==> src/rtl/hilo_mac_pkg.sv <==
// Package: shared operation codes and accumulation modes for the HI/LO unit.
// Assumes operation code bit 0 selects unsigned and bits 2:1 select the mode.
package hilo_mac_pkg;

    typedef enum logic [2:0] {
        OP_MUL_S = 3'd0,
        OP_MUL_U = 3'd1,
        OP_ADD_S = 3'd2,
        OP_ADD_U = 3'd3,
        OP_SUB_S = 3'd4,
        OP_SUB_U = 3'd5
    } mac_op_e;

    typedef enum logic [1:0] {
        ACC_LOAD = 2'd0,
        ACC_ADD  = 2'd1,
        ACC_SUB  = 2'd2
    } acc_mode_e;

    // Operation codes 6 and 7 are reserved and must not launch anything.
    function automatic logic op_is_legal(input logic [2:0] code);
        return code <= 3'd5;
    endfunction

endpackage

==> src/rtl/hilo_mul_seq.sv <==
// Module: radix-2 sequential multiplier.
// It multiplies operand magnitudes with shift-and-add, one bit per cycle,
// and applies the sign at the output. It assumes the caller raises go only
// while the core is idle; a go during a run is ignored.
module hilo_mul_seq #(
    parameter int XLEN = 32
) (
    input  logic              clk,
    input  logic              rst_n,
    input  logic              go,
    input  logic              is_unsigned,
    input  logic [XLEN-1:0]   a,
    input  logic [XLEN-1:0]   b,
    output logic              running,
    output logic              prod_valid,
    output logic [2*XLEN-1:0] prod
);
    localparam int PLEN = 2 * XLEN;
    localparam int CW   = $clog2(XLEN + 1);

    logic [PLEN-1:0] acc_q, mcand_q;
    logic [XLEN-1:0] mplier_q;
    logic [CW-1:0]   cnt_q;
    logic            neg_q;
    logic [XLEN-1:0] a_mag, b_mag;
    logic            a_neg, b_neg;

    // Operand magnitudes for the signed form; the unsigned form passes through.
    always_comb begin
        a_neg = !is_unsigned && a[XLEN-1];
        b_neg = !is_unsigned && b[XLEN-1];
        a_mag = a_neg ? (~a + XLEN'(1)) : a;
        b_mag = b_neg ? (~b + XLEN'(1)) : b;
    end

    // Iteration state: load on go, then add and shift once per multiplier bit.
    always_ff @(posedge clk) begin
        if (!rst_n) begin
            acc_q      <= '0;
            mcand_q    <= '0;
            mplier_q   <= '0;
            cnt_q      <= '0;
            neg_q      <= 1'b0;
            running    <= 1'b0;
            prod_valid <= 1'b0;
        end else begin
            prod_valid <= 1'b0;
            if (go && !running) begin
                acc_q    <= '0;
                mcand_q  <= {{XLEN{1'b0}}, a_mag};
                mplier_q <= b_mag;
                neg_q    <= a_neg ^ b_neg;
                cnt_q    <= CW'(XLEN);
                running  <= 1'b1;
            end else if (running) begin
                if (mplier_q[0]) begin
                    acc_q <= acc_q + mcand_q;
                end
                mcand_q  <= mcand_q << 1;
                mplier_q <= mplier_q >> 1;
                cnt_q    <= cnt_q - CW'(1);
                if (cnt_q == CW'(1)) begin
                    running    <= 1'b0;
                    prod_valid <= 1'b1;
                end
            end
        end
    end

    // Sign restore on the finished magnitude product.
    assign prod = neg_q ? (~acc_q + PLEN'(1)) : acc_q;

    // a go during a run must not reload the counter.
    a_r10_no_restart: assert property (@(posedge clk) disable iff (!rst_n)
        (running && go) |=> (cnt_q == $past(cnt_q) - CW'(1)));

    // the product is flagged only right after the final iteration.
    a_r6_valid_after_last: assert property (@(posedge clk) disable iff (!rst_n)
        prod_valid |-> (!running && $past(running)));

endmodule

==> src/rtl/hilo_combine.sv <==
// Module: combines the finished product with the current HI:LO pair.
// The result is an overwrite, an add or a subtract, all modulo 2^PLEN.
// The module is purely combinational. It assumes the mode was latched when
// the operation started.
module hilo_combine
    import hilo_mac_pkg::*;
#(
    parameter int PLEN = 64
) (
    input  logic [1:0]      mode,
    input  logic [PLEN-1:0] hilo,
    input  logic [PLEN-1:0] prod,
    output logic [PLEN-1:0] result
);
    // Mode select; code 3 never reaches here because the top filters it.
    always_comb begin
        unique case (acc_mode_e'(mode))
            ACC_ADD: result = hilo + prod;
            ACC_SUB: result = hilo - prod;
            default: result = prod;
        endcase
    end

endmodule

==> src/rtl/hilo_pair_regs.sv <==
// Module: the HI and LO architectural registers.
// A commit from the multiplier loads both halves. Direct writes load one
// half each, and only while the unit is not locked. A commit takes priority.
module hilo_pair_regs #(
    parameter int XLEN = 32
) (
    input  logic              clk,
    input  logic              rst_n,
    input  logic              lock,
    input  logic              commit,
    input  logic [2*XLEN-1:0] result,
    input  logic              hi_we,
    input  logic [XLEN-1:0]   hi_wd,
    input  logic              lo_we,
    input  logic [XLEN-1:0]   lo_wd,
    output logic [XLEN-1:0]   hi_q,
    output logic [XLEN-1:0]   lo_q
);
    // Register update: a commit, or gated single-half writes.
    always_ff @(posedge clk) begin
        if (!rst_n) begin
            hi_q <= '0;
            lo_q <= '0;
        end else if (commit) begin
            hi_q <= result[2*XLEN-1:XLEN];
            lo_q <= result[XLEN-1:0];
        end else if (!lock) begin
            if (hi_we) hi_q <= hi_wd;
            if (lo_we) lo_q <= lo_wd;
        end
    end

    // strobes during a locked, non-commit cycle leave both halves alone.
    a_r9_locked_write: assert property (@(posedge clk) disable iff (!rst_n)
        (lock && !commit && (hi_we || lo_we)) |=> ($stable(hi_q) && $stable(lo_q)));

    // an idle LO-only write leaves HI untouched.
    a_r8_lo_only: assert property (@(posedge clk) disable iff (!rst_n)
        (!lock && !commit && lo_we && !hi_we) |=> ($stable(hi_q) && lo_q == $past(lo_wd)));

endmodule

==> src/rtl/hilo_mac_unit.sv <==
// Module: top of the HI/LO multiply-accumulate unit.
// It accepts a start when idle and the operation code is legal, and latches
// the accumulation mode. It runs the sequential multiplier, commits the
// combined result into HI/LO, and pulses done. It assumes inputs are
// synchronous to clk.
module hilo_mac_unit
    import hilo_mac_pkg::*;
#(
    parameter int XLEN = 32
) (
    input  logic            clk,
    input  logic            rst_n,
    input  logic            start,
    input  logic [2:0]      opcode,
    input  logic [XLEN-1:0] opa,
    input  logic [XLEN-1:0] opb,
    output logic            busy,
    output logic            done,
    input  logic            hi_we,
    input  logic [XLEN-1:0] hi_wdata,
    input  logic            lo_we,
    input  logic [XLEN-1:0] lo_wdata,
    output logic [XLEN-1:0] hi_rdata,
    output logic [XLEN-1:0] lo_rdata
);
    localparam int PLEN = 2 * XLEN;

    logic            accept;
    logic            core_running, core_valid;
    logic [PLEN-1:0] core_prod, combined;
    logic [1:0]      mode_q;
    logic            done_q;

    assign busy   = core_running || core_valid;
    assign accept = start && !busy && op_is_legal(opcode);

    // Mode latch and completion pulse.
    always_ff @(posedge clk) begin
        if (!rst_n) begin
            mode_q <= 2'd0;
            done_q <= 1'b0;
        end else begin
            done_q <= core_valid;
            if (accept) mode_q <= opcode[2:1];
        end
    end
    assign done = done_q;

    hilo_mul_seq #(.XLEN(XLEN)) u_mul (
        .clk         (clk),
        .rst_n       (rst_n),
        .go          (accept),
        .is_unsigned (opcode[0]),
        .a           (opa),
        .b           (opb),
        .running     (core_running),
        .prod_valid  (core_valid),
        .prod        (core_prod)
    );

    hilo_combine #(.PLEN(PLEN)) u_comb (
        .mode   (mode_q),
        .hilo   ({hi_rdata, lo_rdata}),
        .prod   (core_prod),
        .result (combined)
    );

    hilo_pair_regs #(.XLEN(XLEN)) u_regs (
        .clk    (clk),
        .rst_n  (rst_n),
        .lock   (busy),
        .commit (core_valid),
        .result (combined),
        .hi_we  (hi_we),
        .hi_wd  (hi_wdata),
        .lo_we  (lo_we),
        .lo_wd  (lo_wdata),
        .hi_q   (hi_rdata),
        .lo_q   (lo_rdata)
    );

    // done lasts a single cycle.
    a_r6_done_single: assert property (@(posedge clk) disable iff (!rst_n)
        done |=> !done);

    // busy can only end through a done pulse.
    a_r6_busy_exit: assert property (@(posedge clk) disable iff (!rst_n)
        busy |=> (busy || done));

    // reads hold their old values until the commit cycle.
    a_r7_hold_reads: assert property (@(posedge clk) disable iff (!rst_n)
        (busy && !core_valid) |=> ($stable(hi_rdata) && $stable(lo_rdata)));

    // a reserved code never raises busy.
    a_r10_bad_code: assert property (@(posedge clk) disable iff (!rst_n)
        (start && !busy && !op_is_legal(opcode)) |=> !busy);

endmodule

==> config.mk <==
export PLATFORM = sky130hd
export DESIGN_NAME = hilo_mac_unit
export DESIGN_NICKNAME = d
export VERILOG_FILES = /design/src/rtl/hilo_mac_pkg.sv /design/src/rtl/hilo_mul_seq.sv /design/src/rtl/hilo_combine.sv /design/src/rtl/hilo_pair_regs.sv /design/src/rtl/hilo_mac_unit.sv
export SDC_FILE = /design/constraint.sdc
export NUM_CORES = 1
export LEC_CHECK = 0
export ABC_AREA = 1
export BUFFER_PORTS_ARGS = -buffer_cell sky130_fd_sc_hd__buf_4
export CAP_MARGIN = 20
export CORE_AREA = 2 2 196 198
export CTS_BUF_LIST = sky130_fd_sc_hd__clkbuf_16
export DETAILED_ROUTE_END_ITERATION = 16
export DIE_AREA = 0 0 198 200
export PLACE_DENSITY = 0.85
export SETUP_SLACK_MARGIN = 0.5
export SYNTH_ARGS = -nofsm -noshare
export SYNTH_HDL_FRONTEND = slang
export SYNTH_SLANG_ARGS = --single-unit
==> constraint.sdc <==
create_clock -name clk -period 12.8 [get_ports clk]
set_input_delay 0.64 -clock clk [delete_from_list [all_inputs] [get_ports clk]]
set_output_delay 0.64 -clock clk [all_outputs]
set_load 0.05 [all_outputs]
==> results.md <==
- Status: finished clean
- WS Path Type: flip-flop to flip-flop
- H-tree depth: 1
- DRT Wirelength: 84.6 mm
- Slowest CP cell: nor4_1
- Core area: 37,400 um2
- Vias: 28,100
- Post-CTS resize count: 0
- GRT Total Usage: 41.8%
- Vias in the first global route: 25,500
- Number of synthesis warnings: 0
- CP peak stage delay: 0.84 ns
- Synth Net Count: 4,358
- First-pass GRT wire length: 132 mm
- Post-synth top cells: nand2_1, inv_1, nor2_1
- Vias per Instance: 5.93
- Synth unique cells: 58
- Cell mode on critical path: inv_1
- Worst r2r dst: u_regs.hi_q[24]$_SDFFE_PN0P_
- Clock transition at path regs: 0.06 ns
- Skew final: 0.0474 ns
- Setup WS pre-CTS: 7.39 ns
- Site Rows: 71
- Slew Viols, Final: 0
- Grt ovf: 0
- Final worst slack: 6.77 ns
- RR Startpoint: u_mul.neg_q$_SDFFE_PN0P_
- Max IR drop VDD: 0.000120 V
- Clock power share: 21.2%
- Top cell type's share of synthesized area: 19.6%
- Pleak: 13.3 nW
- Die width: 198 um
- Avg Cell Area, Syn: 5.88 um2
- Crit. End Element: flip-flop
- Final hold violation count: 0
- Sw Ratio: 49.0%
- Post-route minimum period: 6.03 ns
- Hold Path Class: input pin to flip-flop
- Worst Tran Pin Value: 1.09 ns
- Layout cell share with drive strength beyond 1: 8.66%
- Synth Instances: 4,088
- Initial Util: 64.3%
- Ports: 202
- Flop2flop setup slack: 6.77 ns
- Most common cell in the synthesized netlist: nand2_1
- # fillers: 3,482
- Area contributors post-synth: dfxtp_1, nand2_1, a21oi_1
- Clock Path Buffers: 3
- Worst-Skew Late Latency: 0.61 ns
- Ys flop type: dfxtp_1
- Area grow syn2layout: 11.1%
- Hold path cells: 3
- Max-slew headroom: 26.5%
- Crit start category: flip-flop
- Setup_tns: 0 ns
- Setup violators final: 0
- Die Span Y: 200 um
- Ant. Diodes: 0
- DR DRC count: 0
- Routed Antenna Nets: 0
- Placer Congestion: 1.05
- Layout net count: 4,476
- Critical Path RT: 13.31 ns
- R2r worst-path depth: 28
- RSZ-0062 raised after global routing: no
- Drt wl/cell: 17.9 um
- Int Power: 0.00188 W
- Comb pwr share: 56.1%
- HP Start: opa[31]
- Mapped cell area: 24,100 um2
- Footprint of the multi-input gates: 16,700 um2
- Fmax: 166 MHz
- Power density over the cells: 138 nW/um2
- Worst Hold End: u_mul.mcand_q[31]$_SDFFE_PN0P_
- Psw: 0.00180 W
- CTS tree: done
- CTS root buf: clkbuf_16
- Initial antenna violation count: 0
- Post-CTS Hold Buffers: 0
- Reg power frac: 22.7%
- Max FO, Critical Path: 91
- CP Data Arrival Time: 6.54 ns
- Die footprint: 39,600 um2
- DP HPWL: 66.4 mm
- Sequential Area: 4730 um2
- Total CTS buffers: 28
- Post-CTS Setup Bufs: 0
- Tcrit/Tclk final: 47.1%
- Largest net degree at the start of global routing: 98
- Number of port buffers: 201
- Post-synthesis sequential area ratio: 19.6%
- Clock sink count: 236
- First-pass iteration count of the detailed router: 6
- Max-Cap Viols: 0
- Yosys top cell by area: dfxtp_1
- Number of flops mapped to enable cells by yosys: 0
- Initial drt markers: 3,127
- Seq cells post-synth: 236
- Post-synth ARST share: 0%
## critical path, delay by kind of cell, from the launching register on
kind,cells,cell delay [ns]
AOI/OAI and AO/OA,5,0.97
xor gates and xnor gates,1,0.16
adders and majority gates,1,0.38
buffers and inverters,6,1.10
DFF,1,0.33
and+or+nand+nor,15,2.95
## power by group through the flow
stage	combinational (W)	clock, W	sequential (W)
3_5_place_dp	0.00199	0	0.000848
3_3_place_gp	0.00198	0	0.000847
2_1_floorplan	0.00141	0	0.000897
5_1_grt	0.00225	0.000808	0.000839
4_1_cts	0.00200	0.000780	0.000832
6_report	0.00206	0.000778	0.000836
## logic make-up (layout without fill, tap and decap cells)
group | Yosys count | count (layout) | synth area share (%)
and+or+nand+nor | 1796 | 1796 | 31.6
AOI/OAI and AO/OA | 1033 | 1033 | 23.8
buffers and inverters | 697 | 834 | 11.0
DFF | 236 | 236 | 19.6
xor gates and xnor gates | 192 | 192 | 6.99
adders and majority gates | 134 | 134 | 7.03
## layer usage
| layer | share of wire [%] | vias to the layer above | GRT usage, % |
|---|---|---|---|
| li1 | - | 13700 | - |
| met1 | 42 | 12700 | 56.4 |
| met2 | 42 | 1484 | 65.3 |
| met3 | 10 | 232 | 7.11 |
| met4 | 5.0 | 0 | 19.2 |
| met5 | 0 | - | 0 |
## state kept, by name (all words and copies together) (netlist names)
| signal | count |
|---|---|
| done | 1 |
| u_mul.acc_q | 64 |
| u_mul.prod_valid | 1 |
| u_regs.hi_q | 32 |
| u_mul.mcand_q | 64 |
| mode_q | 2 |
| u_regs.lo_q | 32 |
| u_mul.cnt_q | 6 |
| u_mul.mplier_q | 32 |
| u_mul.neg_q | 1 |
| u_mul.running | 1 |
## metrics by stage
step	util (%)	hold WS, ns	cell area (um2)	cells	total power [W]
finish	71.4	0.304	26700	4736	0.00368
global route	71.4	0.323	26700	4736	0.00390
CTS	71.4	0.294	26700	4736	0.00361
detailed placement	69.1	0.455	25800	4687	0.00283
global placement	69.1	0.452	25800	4687	0.00282
floorplan	-	0.435	24100	4088	0.00231
## worst max path at each step
stage                                start                           end  slack, ns
3_3_place_gp      u_mul.neg_q$_SDFFE_PN0P_  u_regs.hi_q[24]$_SDFFE_PN0P_       7.45
5_1_grt           u_mul.neg_q$_SDFFE_PN0P_  u_regs.hi_q[24]$_SDFFE_PN0P_       6.25
2_1_floorplan  u_mul.acc_q[1]$_SDFFE_PP0P_  u_regs.hi_q[22]$_SDFFE_PN0P_       8.58
3_5_place_dp      u_mul.neg_q$_SDFFE_PN0P_  u_regs.hi_q[24]$_SDFFE_PN0P_       7.39
6_report          u_mul.neg_q$_SDFFE_PN0P_  u_regs.hi_q[24]$_SDFFE_PN0P_       6.77
4_1_cts           u_mul.neg_q$_SDFFE_PN0P_  u_regs.hi_q[24]$_SDFFE_PN0P_       7.31
## final cells by class
| class | count | area share, % |
|---|---|---|
| Clock buffer | 28 | 2.62 |
| Inverter | 565 | 7.94 |
| Timing Repair Buffer | 220 | 6.18 |
| Tap cell | 511 | 2.39 |
| Sequential cell | 236 | 17.7 |
| Clock inverter | 21 | 0.651 |
| Multi-Input combinational cell | 3155 | 62.5 |
## cells in the final DEF (no fill, tap or decap), drive strengths merged, types with 3 or more instances in the layout
cell,instances
a21boi,7
a221oi,5
nand2,933
ha,132
o211ai,56
inv,568
and2,3
nand4,45
or2,15
a31o,4
o21a,15
dfxtp,236
a21oi,444
o21bai,18
nor3,57
xnor2,60
clkbuf,28
nand3b,9
xor2,132
nor4,17
o31ai,7
o21ai,367
a21o,22
clkinv,14
a31oi,59
nand3,197
o221ai,13
buf,220
nor2,518
(Power assumes the default switching activity.)
